===== src/rtl/idx_ea_pkg.sv =====
package idx_ea_pkg;

    typedef enum logic [3:0] {
        MD_ABS8    = 4'd0,
        MD_ABS16   = 4'd1,
        MD_OFS_S   = 4'd2,
        MD_OFS_M   = 4'd3,
        MD_OFS_L   = 4'd4,
        MD_ACC     = 4'd5,
        MD_PRE_UP  = 4'd6,
        MD_PRE_DN  = 4'd7,
        MD_POST_UP = 4'd8,
        MD_POST_DN = 4'd9,
        MD_IND_K   = 4'd10,
        MD_IND_D   = 4'd11
    } mode_e;

    typedef enum logic [1:0] {
        ST_IDLE = 2'd0,
        ST_RD_HI = 2'd1,
        ST_RD_LO = 2'd2,
        ST_FIN  = 2'd3
    } state_e;

    localparam logic [1:0] BASE_PC = 2'd3;

endpackage


===== src/rtl/idx_ea_base_mux.sv =====
module idx_ea_base_mux #(
    parameter int AW = 16
) (
    input  logic [1:0]    base_sel,
    input  logic [AW-1:0] x_in,
    input  logic [AW-1:0] y_in,
    input  logic [AW-1:0] sp_in,
    input  logic [AW-1:0] pc_in,
    output logic [AW-1:0] base,
    output logic          base_is_pc
);
    localparam int NREG = 4;

    logic [AW-1:0] regs [NREG];

    assign regs[0] = x_in;
    assign regs[1] = y_in;
    assign regs[2] = sp_in;
    assign regs[3] = pc_in;

    assign base       = regs[base_sel];
    assign base_is_pc = (base_sel == idx_ea_pkg::BASE_PC);
endmodule


===== src/rtl/idx_ea_addend.sv =====
module idx_ea_addend #(
    parameter int AW    = 16,
    parameter int BW    = 8,
    parameter int OFS_S = 5,
    parameter int OFS_M = 9
) (
    input  logic [3:0]    mode,
    input  logic [1:0]    acc_sel,
    input  logic [AW-1:0] operand,
    input  logic [BW-1:0] acc_a,
    input  logic [BW-1:0] acc_b,
    output logic [AW-1:0] addend
);
    import idx_ea_pkg::*;

    localparam int NSX = 2;

    logic [AW-1:0] sx [NSX];
    logic [AW-1:0] acc_ext;

    // Sign-extended short and medium constants.
    for (genvar g = 0; g < NSX; g++) begin : g_sext
        localparam int W = (g == 0) ? OFS_S : OFS_M;
        assign sx[g] = {{(AW-W){operand[W-1]}}, operand[W-1:0]};
    end

    always_comb begin
        unique case (acc_sel)
            2'd0:    acc_ext = {{(AW-BW){1'b0}}, acc_a};
            2'd1:    acc_ext = {{(AW-BW){1'b0}}, acc_b};
            default: acc_ext = {acc_a, acc_b};
        endcase
    end

    always_comb begin
        unique case (mode)
            MD_OFS_S: addend = sx[0];
            MD_OFS_M: addend = sx[1];
            MD_OFS_L: addend = operand;
            MD_IND_K: addend = operand;
            MD_ACC:   addend = acc_ext;
            MD_IND_D: addend = {acc_a, acc_b};
            default:  addend = '0;
        endcase
    end
endmodule


===== src/rtl/idx_ea_adjust.sv =====
module idx_ea_adjust #(
    parameter int AW = 16,
    parameter int SW = 3
) (
    input  logic [AW-1:0] base,
    input  logic [SW-1:0] step,
    input  logic          down,
    output logic [AW-1:0] adjusted
);
    logic [AW-1:0] amount;

    assign amount   = AW'(step) + AW'(1);
    assign adjusted = down ? (base - amount) : (base + amount);
endmodule


===== src/rtl/idx_ea_unit.sv =====
module idx_ea_unit #(
    parameter int AW = 16,
    parameter int SW = 3
) (
    input  logic               clk,
    input  logic               rst_n,
    input  logic               start,
    input  logic [3:0]         mode,
    input  logic [1:0]         base_sel,
    input  logic [1:0]         acc_sel,
    input  logic [SW-1:0]      step,
    input  logic [AW-1:0]      operand,
    input  logic [AW/2-1:0]    acc_a,
    input  logic [AW/2-1:0]    acc_b,
    input  logic [AW-1:0]      x_in,
    input  logic [AW-1:0]      y_in,
    input  logic [AW-1:0]      sp_in,
    input  logic [AW-1:0]      pc_in,
    input  logic [AW/2-1:0]    mem_rdata,
    output logic               mem_rd,
    output logic [AW-1:0]      mem_addr,
    output logic               busy,
    output logic               done,
    output logic               err,
    output logic [AW-1:0]      ea,
    output logic               wb_en,
    output logic [1:0]         wb_sel,
    output logic [AW-1:0]      wb_val
);
    import idx_ea_pkg::*;

    localparam int BW = AW / 2;

    typedef struct packed {
        state_e        state;
        logic [AW-1:0] ptr;
        logic [BW-1:0] hi;
        logic [AW-1:0] ea;
        logic          done;
        logic          err;
        logic          wb_en;
        logic [1:0]    wb_sel;
        logic [AW-1:0] wb_val;
    } regs_t;

    regs_t r_d, r_q;

    logic [AW-1:0] base;
    logic          base_is_pc;
    logic [AW-1:0] addend;
    logic [AW-1:0] sum;
    logic [AW-1:0] adjusted;
    logic          step_down;

    idx_ea_base_mux #(.AW(AW)) u_base (
        .base_sel   (base_sel),
        .x_in       (x_in),
        .y_in       (y_in),
        .sp_in      (sp_in),
        .pc_in      (pc_in),
        .base       (base),
        .base_is_pc (base_is_pc)
    );

    idx_ea_addend #(.AW(AW), .BW(BW)) u_addend (
        .mode    (mode),
        .acc_sel (acc_sel),
        .operand (operand),
        .acc_a   (acc_a),
        .acc_b   (acc_b),
        .addend  (addend)
    );

    assign step_down = (mode == MD_PRE_DN) || (mode == MD_POST_DN);

    idx_ea_adjust #(.AW(AW), .SW(SW)) u_adjust (
        .base     (base),
        .step     (step),
        .down     (step_down),
        .adjusted (adjusted)
    );

    assign sum = base + addend;

    always_comb begin
        r_d        = r_q;
        r_d.done   = 1'b0;
        r_d.err    = 1'b0;
        r_d.wb_en  = 1'b0;

        unique case (r_q.state)
            ST_IDLE: begin
                if (start) begin
                    r_d.done = 1'b1;
                    unique case (mode)
                        MD_ABS8: r_d.ea = {{(AW-BW){1'b0}}, operand[BW-1:0]};
                        MD_ABS16: r_d.ea = operand;
                        MD_OFS_S, MD_OFS_M, MD_OFS_L, MD_ACC: r_d.ea = sum;
                        MD_PRE_UP, MD_PRE_DN, MD_POST_UP, MD_POST_DN: begin
                            if (base_is_pc) begin
                                r_d.err = 1'b1;
                                r_d.ea  = '0;
                            end else begin
                                r_d.wb_en  = 1'b1;
                                r_d.wb_sel = base_sel;
                                r_d.wb_val = adjusted;
                                r_d.ea = ((mode == MD_PRE_UP) || (mode == MD_PRE_DN))
                                         ? adjusted : base;
                            end
                        end
                        MD_IND_K, MD_IND_D: begin
                            r_d.done  = 1'b0;
                            r_d.ptr   = sum;
                            r_d.state = ST_RD_HI;
                        end
                        default: begin
                            r_d.err = 1'b1;
                            r_d.ea  = '0;
                        end
                    endcase
                end
            end
            ST_RD_HI: r_d.state = ST_RD_LO;
            ST_RD_LO: begin
                r_d.hi    = mem_rdata;
                r_d.state = ST_FIN;
            end
            default: begin
                r_d.ea    = {r_q.hi, mem_rdata};
                r_d.done  = 1'b1;
                r_d.state = ST_IDLE;
            end
        endcase
    end

    always_ff @(posedge clk) begin
        if (!rst_n) begin
            r_q <= '0;
        end else begin
            r_q <= r_d;
        end
    end

    assign mem_rd   = (r_q.state == ST_RD_HI) || (r_q.state == ST_RD_LO);
    assign mem_addr = (r_q.state == ST_RD_LO) ? (r_q.ptr + AW'(1)) : r_q.ptr;
    assign busy     = (r_q.state != ST_IDLE);
    assign done     = r_q.done;
    assign err      = r_q.err;
    assign ea       = r_q.ea;
    assign wb_en    = r_q.wb_en;
    assign wb_sel   = r_q.wb_sel;
    assign wb_val   = r_q.wb_val;
endmodule


===== config.mk =====
export PLATFORM = sky130hd
export DESIGN_NAME = idx_ea_unit
export DESIGN_NICKNAME = d
export VERILOG_FILES = /design/src/rtl/idx_ea_pkg.sv /design/src/rtl/idx_ea_base_mux.sv /design/src/rtl/idx_ea_addend.sv /design/src/rtl/idx_ea_adjust.sv /design/src/rtl/idx_ea_unit.sv
export SDC_FILE = /design/constraint.sdc
export NUM_CORES = 1
export LEC_CHECK = 0
export ABC_AREA = 1
export BUFFER_PORTS_ARGS = -buffer_cell sky130_fd_sc_hd__buf_2
export CORE_MARGIN = 2
export CORE_UTILIZATION = 54
export DETAILED_ROUTE_END_ITERATION = 8
export PLACE_DENSITY = 0.82
export SLEW_MARGIN = 25
export SYNTH_ARGS = -nofsm -noshare
export SYNTH_HDL_FRONTEND = slang
export SYNTH_SLANG_ARGS = --single-unit

===== constraint.sdc =====
create_clock -name clk -period 4.5 [get_ports clk]
set_input_delay 1.125 -clock clk [delete_from_list [all_inputs] [get_ports clk]]
set_output_delay 1.125 -clock clk [all_outputs]
set_load 0.02 [all_outputs]

# Yosys cells after proc, flatten, opt, wreduce, memory -nomap -nowiden
# Cells that the tools add are included.
dict set report op_classes {
  add_sub_neg 5
  order_cmp 1
  n_eq_ne 18
  muxes 20
  bitwise_logic 3
  reduce_logical 19
}
# cell count
set ops {}
lappend ops {{one-hot mux 16 bit (5 select lines)} 2}
lappend ops {{2-to-1 mux 16 bit} 6}
lappend ops {{2-to-1 mux 19 bit} 2}
lappend ops {{2-to-1 mux 37 bit} 1}
lappend ops {{2-to-1 mux 18 bit} 2}
lappend ops {{one-hot mux 17 bit (2 select lines)} 1}
lappend ops {{adder 16 bit} 2}
lappend ops {{binary-select mux 16 bit (select 2 bit)} 1}
lappend ops {{one-hot mux 16 bit (2 select lines)} 1}
lappend ops {{adder 16 x 1 -> 16 bit, second input constant} 1}
lappend ops {{equality test 4 x 3 -> 1 bit, second input constant} 4}
lappend ops {{equality test 4 bit, second input constant} 4}
lappend ops {{subtractor 16 bit} 1}
lappend ops {{AND reduction 3 bit} 3}
lappend ops {{equality test 4 x 2 -> 1 bit, second input constant} 2}
lappend ops {{AND reduction 4 bit} 2}
lappend ops {{OR reduction 4 bit} 2}
lappend ops {{OR reduction 8 bit} 1}
lappend ops {{one-hot mux 2 bit (3 select lines)} 1}
lappend ops {{OR reduction 2 bit} 3}
lappend ops {{adder 3 x 1 -> 4 bit, second input constant} 1}
lappend ops {{equality test 2 x 1 -> 1 bit, second input constant} 2}
lappend ops {{equality test 2 bit, second input constant} 2}
lappend ops {{equality test 4 x 1 -> 1 bit, second input constant} 1}
lappend ops {{other kinds (12)} 18}
dict set report totals {
  regBits 63
  input_bits 118
  out_inout_bits 55
  wordCells 75
}

# Logic depth before layout (Yosys ltp)
dict set report logic_depth {
  depth_word 11
  depth_mapped 24
  ltp_nobuf 23
}

# Hierarchy
# A second synthesis with hierarchy kept.
dict set report hier_totals {
  cells_unflattened 1227
  area_unflattened_um2 7086.8
}
# mod instances cells_per_inst area_per_inst_um2 seq_area_each_um2
set by_module_without_submodules {}
lappend by_module_without_submodules {idx_ea_unit 1 691 4504.3 1261.2}
lappend by_module_without_submodules {idx_ea_adjust 1 202 1073.5 0.0}
lappend by_module_without_submodules {idx_ea_base_mux 1 190 812.0 0.0}
lappend by_module_without_submodules {idx_ea_addend 1 144 696.9 0.0}

# Worst setup path before layout
# No wires, ideal clock.
dict set report synth_path {
  path_kind {input -> register}
  start {input mode[1]}
  end {register r_q, in the netlist ea[6]}
  setup_time_ns 0.070
  arrival_ns 3.657
  required_ns 4.430
  slack_ns 0.774
  stages 23
  n_path_buf 1
  path_cell_list {buf_4 -> nor2_1 -> inv_1 -> nor2_1 -> inv_2 -> o21ai_2 -> nand2_1 -> o211ai_1 -> ha_1 -> inv_1 -> fa_1 -> inv_1 -> nand3_1 -> nand2_1 -> nand2_1 -> nand2_1 -> xor2_1 -> nand2_1 -> nand2_1 -> inv_1 -> nand2_1 -> nand2_1 -> a21oi_1}
}
dict set report synth_between {
  elab_chain_cells 8
  elab_cells_between_ends 28
  classes_between {1 x add/sub; 12 x eq/ne; 7 x mux; 8 x reduce/logical}
}
# element line_no
set synth_lines {}
lappend synth_lines {{from (decl)} idx_ea_unit.sv:8} ;# input logic [3:0] mode,
lappend synth_lines {{branches (longest 8 deep; another with adder 16 bit)} -}
lappend synth_lines {{to (signal assigned)} idx_ea_unit.sv:140} ;# r_q <= r_d;
lappend synth_lines {{to (decl)} idx_ea_unit.sv:46} ;# regs_t r_d, r_q;
# Parallel ways; which one is timed is not known. The select of a mux whose other input is x is not followed.
# A chain may end at the register's enable or synchronous reset.

# Final worst setup path
# Ends and elaborated chain as after synthesis.

==> run_results.csv <==
group,metric,value,unit
status,status,"completed",
sta,rsz0062_at_grt,"false",
drt,drt_iter0_drc,615,
place,place_congestion,0.984,
clock_network,cts_tree,"done",
synth,yosys.area.top_type,"dfxtp_1",
clock_network,insertion_delay,0.34,ns
die,die_x,112,µm
clock_network,clk_pin_slew,0.05,ns
place,dp_hpwl,16.9,mm
global_routing,use_met1,48.3,%
worst_setup_path,worstPathCellList,"buf_2 > nor2_1 > inv_1 > nor2_1 > inv_2 > o21ai_2 > nand2_1 > o211ai_1 > ha_1 > inv_1 > fa_1 > inv_1 > nand3_1 > nand2_1 > nand2_1 > nand2_1 > xor2_1 > nand2_1 > nand2_1 > inv_1 > nand2_1 > nand2_1 > a21oi_1",
sta,finalMaxSlewViolations,0,
die,die_y,112,µm
worst_setup_path,crit_type,"in2reg",
worst_setup_path,cp_num_buf_inv,6,
synth,synth_top_area_share,20.0,%
global_routing,grt_usage,33.0,%
drt,drtAntennaViolNets,0,
drt,vias,7218,
sta,worst_pin_slew,0.987,ns
place,io_buffers,172,
finish,area_growth,14.6,%
worst_setup_path,cp-startpoint,"mode[1]",
worst_setup_path,crit_family,"simple AND/OR/NAND/NOR gates",
synth,syn_area_per_cell,5.98,µm²
min_path,hold_start,"r_q[40]$_SDFFE_PN0P_",
die,dieArea,0.0126,mm²
synth,synth_cell_types,47,
global_routing,grt.busiest_layer,"met2",
global_routing,grt_use_met2,51.6,%
sta,setup_viol,0,
finish,mostFrequentLayoutCell,"nand2_1",
die,row_count,39,
finish,stdcell_area,0.00723,mm²
drt,drc,0,
finish,final_cell_mix,"nand2_1 (264), buf_2 (172), inv_1 (113)",
place,dpl_cell_area,0.00697,mm²
synth,ys.flop_type,"dfxtp_1",
worst_setup_path,cp_max_fo,8,
sta,hold_viol_final,0,
worst_setup_path,crit_path_start_kind,"primary input",
die,start_util,55.3,%
clock_network,cts_hold_buf,0,
synth,postSynthCellCount,1055,
finish,fin_nets,1332,
sta,finalSetupTns,0,ns
worst_setup_path,worstReg2RegStart,"r_q[61]$_SDFFE_PN0P_",
worst_setup_path,worstSetupEndpointType,"register",
min_path,min_path_type,"reg2reg",
synth,syn-num-nets,1211,
synth,synth_edf_count,0,
die,io_pins,173,
drt,vias_per_cell,5.45,
finish,diodes,0,
clock_network,cts_post_setup_buffers_inserted,0,
global_routing,use_met3,4.91,%
sta,period_needed,3.91,ns
sta,max_freq,256,MHz
sta,fin_ws,0.594,ns
clock_network,cts.path.max_buffers,2,
place,pre_cts_ws,0.299,ns
synth,synth_warnings,0,
clock_network,cts_resized,0,
clock_network,htree_levels,3,
global_routing,grt_max_degree,57,
run,drv_cap,0,
clock_network,cts_buffers,9,
drt,wirelength,20.6,mm
power,ir_drop,0.527,mV
finish,postLayoutCoreUtil,63.3,%
worst_setup_path,worstPathRequired,4.76,ns
worst_setup_path,critPathMaxStageDelay,0.41,ns
synth,synth-seq-cells,63,
power,leakage,3.94,nW
drt,wl_per_cell,15.6,µm
synth,syn_area,0.00631,mm²
sta,period_share,86.8,%
synth,synthArstFlopShare,0,%
power,power_density,394,mW/mm²
worst_setup_path,cp.arrival,4.17,ns
clock_network,root_buffer,"clkbuf_16",
synth,ys_seq_area_share,20.0,%
global_routing,grt_overflow,0,
die,coreArea,0.0114,mm²
global_routing,antenna_found_initial,0,
worst_setup_path,slowest_stage,"fa_1",
finish,drive_gt1_share,20.2,%
synth,synth_area_leaders,"dfxtp_1 (20%), nand2_1 (16%), ha_1 (7.1%)",
global_routing,grt_pass1_wl,33.2,mm
sta,skew,0.00755,ns
worst_setup_path,cp_common_cell,"nand2_1",
drt,dr.pass1.iters,5,
global_routing,grt_pass1_vias,6571,
sta,maxSlewHeadroom,34.2,%
clock_network,numClockSinks,63,
==> routing by layer <==
layer | up-vias | part of all wire [%]
met1 | 3239 | 47
met2 | 290 | 43
met3 | 27 | 7.8
met4 | 0 | 1.6
li1 | 3662 | -
met5 | - | 0
==> cells in the mapped netlist, types with 4 or more instances <==
master / instances
inv_1: 113
o22ai_1: 6
o21ai_1: 18
or2_2: 4
o21ai_0: 69
ha_1: 36
nor3_1: 6
nand3b_1: 7
nand3_1: 81
xnor2_1: 8
nor2_1: 107
a21oi_1: 84
xor2_1: 20
buf_2: 11
buf_4: 39
o211ai_1: 27
nand2_1: 264
clkbuf_1: 13
dfxtp_1: 63
inv_2: 24
nand4_1: 10
nand2_2: 4
==> kinds of logic (layout without fill, tap and decap cells) <==
family	count (synthesis)	in the layout	synth area share, %
AO/OA/AOI/OAI	223	223	20.1
flip-flops	63	63	20.0
adder cells (fa/ha/maj)	38	38	7.77
buffers and inverters	206	332	14.9
XOR/XNOR	28	28	3.89
AND/OR/NAND/NOR	497	497	33.3
==> power by group <==
part           internal (mW)  switching, mW
clock                  0.369          0.259
combinational          0.471          0.974
sequential             0.701         0.0753
total                   1.54           1.31
==> per-stage QoR <==
stage	hold slack, ns	power, mW	instances
2_1_floorplan	0.463	1.90	1055
3_3_place_gp	0.478	2.19	1308
3_5_place_dp	0.485	2.20	1308
4_1_cts	0.500	2.83	1324
5_1_grt	0.516	3.04	1324
6_report	0.500	2.85	1324
==> registers in the layout (all words and copies together) (netlist names) <==
name,cells
done,1
ea,16
err,1
r_q,26
wb_en,1
wb_sel,2
wb_val,16
==> worst min-delay path: cells and delay by family (launching register included) <==
family / cells / cell delay [ns]
AOI/OAI and AO/OA: 1 / 0.07
DFF: 1 / 0.32
and+or+nand+nor: 1 / 0.07
==> area by class of cell <==
| cell class | count | area, µm² |
|---|---|---|
| clock buffer | 10 | 229 |
| clock inverter | 6 | 37.5 |
| fill | 1149 | 4190 |
| inverter | 140 | 528 |
| multi-input combinational | 786 | 4110 |
| sequential | 63 | 1260 |
| tap | 143 | 179 |
| timing repair buffer | 176 | 891 |
==> worst paths after layout <==
check	slack, ns	cells after the start	endpoint
worst max-delay path	0.59	23	ea[6]$_SDFFE_PN0P_
worst max register to register	2.19	4	ea[1]$_SDFFE_PN0P_
worst min-delay path	0.50	2	r_q[40]$_SDFFE_PN0P_
worst min register to register	0.50	2	r_q[40]$_SDFFE_PN0P_
Note: power is estimated with default switching activity, not from simulation.
